`src/rtl/rzs_pkg.sv`:
```
package rzs_pkg;
  typedef enum logic [1:0] {
    PH_WAIT  = 2'd0,
    PH_EVAL  = 2'd1,
    PH_HOLD  = 2'd2,
    PH_DISCH = 2'd3
  } phase_e;

  localparam int DET_FULL = 0;
  localparam int DET_SLOW = 1;
endpackage

```
`src/rtl/rzs_completion.sv`:
```
module rzs_completion #(
  parameter int N_PAIRS  = 4,
  parameter int DET_MODE = 0,
  parameter int SLOW_IDX = 0
) (
  input  logic [N_PAIRS-1:0] rail_t,
  input  logic [N_PAIRS-1:0] rail_f,
  output logic               in_valid,
  output logic               in_empty,
  output logic               in_bad
);
  import rzs_pkg::*;

  logic [N_PAIRS-1:0] bad_pairs;
  assign bad_pairs = rail_t & rail_f;
  assign in_bad    = |bad_pairs;

  generate
    if (DET_MODE == DET_SLOW) begin : g_slow
      logic live_s;
      assign live_s   = rail_t[SLOW_IDX] | rail_f[SLOW_IDX];
      assign in_valid = live_s & ~bad_pairs[SLOW_IDX];
      assign in_empty = ~live_s;
    end else begin : g_full
      logic [N_PAIRS-1:0] live;
      assign live     = rail_t | rail_f;
      assign in_valid = (&live) & ~(|bad_pairs);
      assign in_empty = ~(|live);
    end
  endgenerate
endmodule

```
`src/rtl/rzs_enable_gate.sv`:
```
module rzs_enable_gate #(
  parameter bit EARLY_REL = 1'b1
) (
  input  logic clk,
  input  logic rst_n,
  input  logic in_valid,
  input  logic ack_dn,
  output logic en_q
);
  logic en_d;

  generate
    if (EARLY_REL) begin : g_early
      always_comb begin
        en_d = en_q;
        if (ack_dn)        en_d = 1'b0;
        else if (in_valid) en_d = 1'b1;
      end
    end else begin : g_basic
      always_comb begin
        en_d = en_q;
        if (in_valid && !ack_dn)      en_d = 1'b1;
        else if (!in_valid && ack_dn) en_d = 1'b0;
      end
    end
  endgenerate

  always_ff @(posedge clk or negedge rst_n) begin
    if (!rst_n) en_q <= 1'b0;
    else        en_q <= en_d;
  end
endmodule

```
`src/rtl/rzs_phase_seq.sv`:
```
module rzs_phase_seq (
  input  logic            clk,
  input  logic            rst_n,
  input  logic            en,
  input  logic            in_empty,
  output rzs_pkg::phase_e phase_q
);
  import rzs_pkg::*;

  phase_e phase_d;

  always_comb begin
    phase_d = phase_q;
    case (phase_q)
      PH_WAIT:  if (en) phase_d = PH_EVAL;
      PH_EVAL:  phase_d = PH_HOLD;
      PH_HOLD:  if (in_empty) phase_d = PH_DISCH;
      PH_DISCH: if (in_empty && !en) phase_d = PH_WAIT;
    endcase
  end

  always_ff @(posedge clk or negedge rst_n) begin
    if (!rst_n) phase_q <= PH_WAIT;
    else        phase_q <= phase_d;
  end
endmodule

```
`src/rtl/rz_stage_ctrl.sv`:
```
module rz_stage_ctrl #(
  parameter int N_PAIRS   = 4,
  parameter bit EARLY_REL = 1'b1,
  parameter int DET_MODE  = 0,
  parameter int SLOW_IDX  = 0
) (
  input  logic               clk,
  input  logic               rst_n,
  input  logic [N_PAIRS-1:0] rail_t,
  input  logic [N_PAIRS-1:0] rail_f,
  input  logic               ack_dn,
  output logic               pwr_en,
  output logic               ack_up,
  output logic [1:0]         phase_o,
  output logic               illegal
);
  import rzs_pkg::*;

  logic   in_valid;
  logic   in_empty;
  logic   in_bad;
  logic   bad_q;
  phase_e phase_q;

  rzs_completion #(
    .N_PAIRS (N_PAIRS),
    .DET_MODE(DET_MODE),
    .SLOW_IDX(SLOW_IDX)
  ) u_cd (
    .rail_t  (rail_t),
    .rail_f  (rail_f),
    .in_valid(in_valid),
    .in_empty(in_empty),
    .in_bad  (in_bad)
  );

  rzs_enable_gate #(
    .EARLY_REL(EARLY_REL)
  ) u_en (
    .clk     (clk),
    .rst_n   (rst_n),
    .in_valid(in_valid),
    .ack_dn  (ack_dn),
    .en_q    (pwr_en)
  );

  rzs_phase_seq u_seq (
    .clk     (clk),
    .rst_n   (rst_n),
    .en      (pwr_en),
    .in_empty(in_empty),
    .phase_q (phase_q)
  );

  always_ff @(posedge clk or negedge rst_n) begin
    if (!rst_n) bad_q <= 1'b0;
    else        bad_q <= in_bad;
  end

  assign illegal = bad_q;
  assign phase_o = phase_q;
  assign ack_up  = (phase_q == PH_HOLD) || (phase_q == PH_DISCH);
endmodule

```
`config.mk`:
```
export PLATFORM = sky130hd
export DESIGN_NAME = rz_stage_ctrl
export DESIGN_NICKNAME = d
export VERILOG_FILES = /design/src/rtl/rzs_pkg.sv /design/src/rtl/rzs_completion.sv /design/src/rtl/rzs_enable_gate.sv /design/src/rtl/rzs_phase_seq.sv /design/src/rtl/rz_stage_ctrl.sv
export SDC_FILE = /design/constraint.sdc
export NUM_CORES = 1
export LEC_CHECK = 0
export ABC_AREA = 1
export BUFFER_PORTS_ARGS = -buffer_cell sky130_fd_sc_hd__buf_2
export CAP_MARGIN = 10
export CORE_AREA = 2 2 39 41
export CTS_CLUSTER_DIAMETER = 80
export DETAILED_ROUTE_END_ITERATION = 8
export DIE_AREA = 0 0 41 43
export PLACE_DENSITY = 0.54
export SETUP_SLACK_MARGIN = 0.4
export SLEW_MARGIN = 20
export SYNTH_ARGS = -nofsm -noshare
export SYNTH_HDL_FRONTEND = slang
export SYNTH_SLANG_ARGS = --single-unit
```
`constraint.sdc`:
```
create_clock -name clk -period 1.29 [get_ports clk]
set_input_delay 0.129 -clock clk [delete_from_list [all_inputs] [get_ports clk]]
set_output_delay 0.129 -clock clk [all_outputs]
set_load 0.05 [all_outputs]
```
==> out/qor.yml <==
sta:
  relSlewSlack_pct: 83.8
  finalCriticalPeriod_ps: 1400
  worstMarginPinSlew_ps: 238
  maxSlewViolCount: 0
  hold_violations: 0
  finalClockSkew_ps: 12.3
  fmax_mhz: 716
  finalCritPeriodShare_pct: 108
  rsz0062_at_grt: "true"
  setup_ws_ps: -106
  setup_viol: 3
detailed_routing:
  dr.pass1.iters: 4
  ant_nets: 0
  drt_iter0_drc: 2
  wl_um: 742
  vias: 331
  post-route-drc-count: 0
  wl_per_cell_um: 9.16
  vias_per_cell: 4.09
logic_synthesis:
  synth.avg_cell_area_um2: 7.48
  ys_ff_latch: 4
  yosys_warnings: 0
  synth_compound_area_share_pct: 4.60
  synth_area_um2: 299
  yosys.area_share.xor_xnor_pct: 0
  syn_nets: 55
  synth-seq-area-share_pct: 33.5
  synth_top_family_by_area: "simple AND/OR/NAND/NOR gates"
  syn_inst: 40
  synthAdderAreaFrac_pct: 16.7
  yosysUniqueCellTypes: 12
  synth-simple-area-share_pct: 36.8
  muxShareOfSynthArea_pct: 3.35
global_route:
  grt_max_degree: 5
  grt_pass1_wl_um: 1150
  grt_overflow: 0
  antenna_found_initial: 0
  first_global_vias: 294
  grt_usage_pct: 10.5
placed_design:
  postPlaceCellArea_um2: 410
  portBuffers: 15
  routabilityCongestion: 0.695
  post-place-ws_ps: 51.9
  dp_cells: 71
  place_hpwl_um: 508
final_layout:
  fillCellCount: 146
  n_antenna_cell: 0
  regArea_um2: 104
  stdcell_area_um2: 543
  nNetsFinal: 81
  syn_to_final_growth_pct: 81.6
  multiInputGateArea_um2: 223
  drive_above_1_share_pct: 53.8
  finalNonFillerCells: 81
power_and_ir_drop:
  total_power_uw: 1290
  p_per_area_mw_per_mm2: 2370
  ir_worst_vdd_v: 0.000548
  leakage_uw: 0.000271
die:
  initial_core_util_pct: 21.6
  core_area_mm2: 0.00138
  chipWidth_um: 41
  ios: 16
  die_y_um: 43
  dieArea_mm2: 0.00176
  num_rows: 14
cts:
  htreeDepth: 1
  clock-sinks: 4
  cts_buffer_depth: 2
  clkTransAtPathRegs_ps: 50
  cts_root_buf: "clkbuf_4"
  insertion_delay_ps: 250
  cts_made_buffers: 3
  tritoncts: "built"
critical_path:
  critPathKind: "flip-flop to output pin"
  cp_max_fo: 4
  critPathLaunchType: "flip-flop"
  cp.arrival_ps: 1270
  cp-end-kind: "output pin"
  required_ps: 1160
outcome:
  outcome: "complete, but fails checks"
  violations: "setup timing"
job:
  maxCapViolCount: 0
hold_path:
  min_path_type: "input pin to flip-flop"
[state kept, by name, indices dropped and copies added, names as in the netlist]
name and count:
u_en.en_q 1, u_seq.phase_q 2, illegal 1
[metal layers]
layer	vias up	track usage, %	wire length, um
li1	172	-	-
met4	0	8.00	20
met2	13	15.3	369
met5	-	0	0
met3	2	4.71	43
met1	144	11.0	309
[path summary, 6_finish.rpt]
kind | startpoint | to | slack (ps) | cells after the start
hold / removal | ack_dn | u_en.en_q | 20 | 2
min in group asynchronous | rst_n | u_seq.phase_q[0] | 210 | 2
max in group asynchronous | rst_n | u_seq.phase_q[1] | 930 | 2
setup / recovery | u_seq.phase_q[1] | ack_up | -110 | 3
setup reg to reg | u_seq.phase_q[1] | u_seq.phase_q[1] | -80 | 7
hold reg to reg | u_en.en_q | u_en.en_q | 580 | 2
[critical path, stage by stage, from the launching register on]
cell	delay (ps)
dfrtp_2	450
ha_4	180
or2_4	250
buf_8	150
[cells in the final DEF, fill, tap and decap left out, drive strengths merged]
cell,synthesis,routed
ha,4,4
dfrtp,4,4
nand3,3,3
nor2,7,7
mux2i,1,1
o21ai,1,1
a21oi,1,1
inv,4,4
nand2,13,13
dlygate4sd3,0,1
buf,0,20
clkbuf,0,4
or2,2,2
[through the flow]
| step | utilization (%) | TNS (ps) | hold slack (ps) |
|---|---|---|---|
| final | 39.2 | -248 | 19.5 |
| after global routing | 39.2 | -395 | 7.52 |
| after CTS | 38.2 | -219 | 8.64 |
| after detailed placement | 29.7 | 0 | -64.4 |
| after global placement | 29.7 | 0 | -63.1 |
| after floorplan | - | -382 | -167 |
[synthesized netlist by cell type]
| master | count | area [um2] |
|---|---|---|
| a21oi_1 | 1 | 5.00 |
| mux2i_1 | 1 | 10.0 |
| inv_1 | 4 | 15.0 |
| nand2_2 | 1 | 6.26 |
| nor2_1 | 5 | 18.8 |
| ha_1 | 4 | 50.1 |
| nand2_1 | 12 | 45.0 |
| o21ai_2 | 1 | 8.76 |
| or2_1 | 2 | 12.5 |
| dfrtp_1 | 4 | 100 |
| nand3_1 | 3 | 15.0 |
| nor2_2 | 2 | 12.5 |
[power breakdown]
part           switching, uW  leakage, uW  total, uW  internal, uW
registers               60.8    0.0000449        233           172
clock network           63.7    0.0000150        181           117
logic                    472     0.000211        875           403
total                    597     0.000271       1290           692
[cells by family after synthesis]
logic type	count (synthesis)
and+or+nand+nor	25
adders and majority gates	4
buffers and inverters	4
DFF	4
AOI/OAI and AO/OA	2
muxes	1
[cell type report]
| class | instances | area share (%) |
|---|---|---|
| multi-input cells | 32 | 41.0 |
| inverters | 4 | 2.76 |
| repair buffers | 21 | 28.6 |
| well taps | 16 | 3.69 |
| flip-flops and latches | 4 | 19.1 |
| clock buffers | 4 | 4.84 |
[timing repair]
action                                  CTS  global route
setup buffers                             4             1
endpoints found under the hold margin     4             0
pin swaps                                 2             2
gates resized for setup                  12             2
endpoints found under the setup margin    7             7
hold buffers                              1             0
Power figures use the tool's default switching activity.
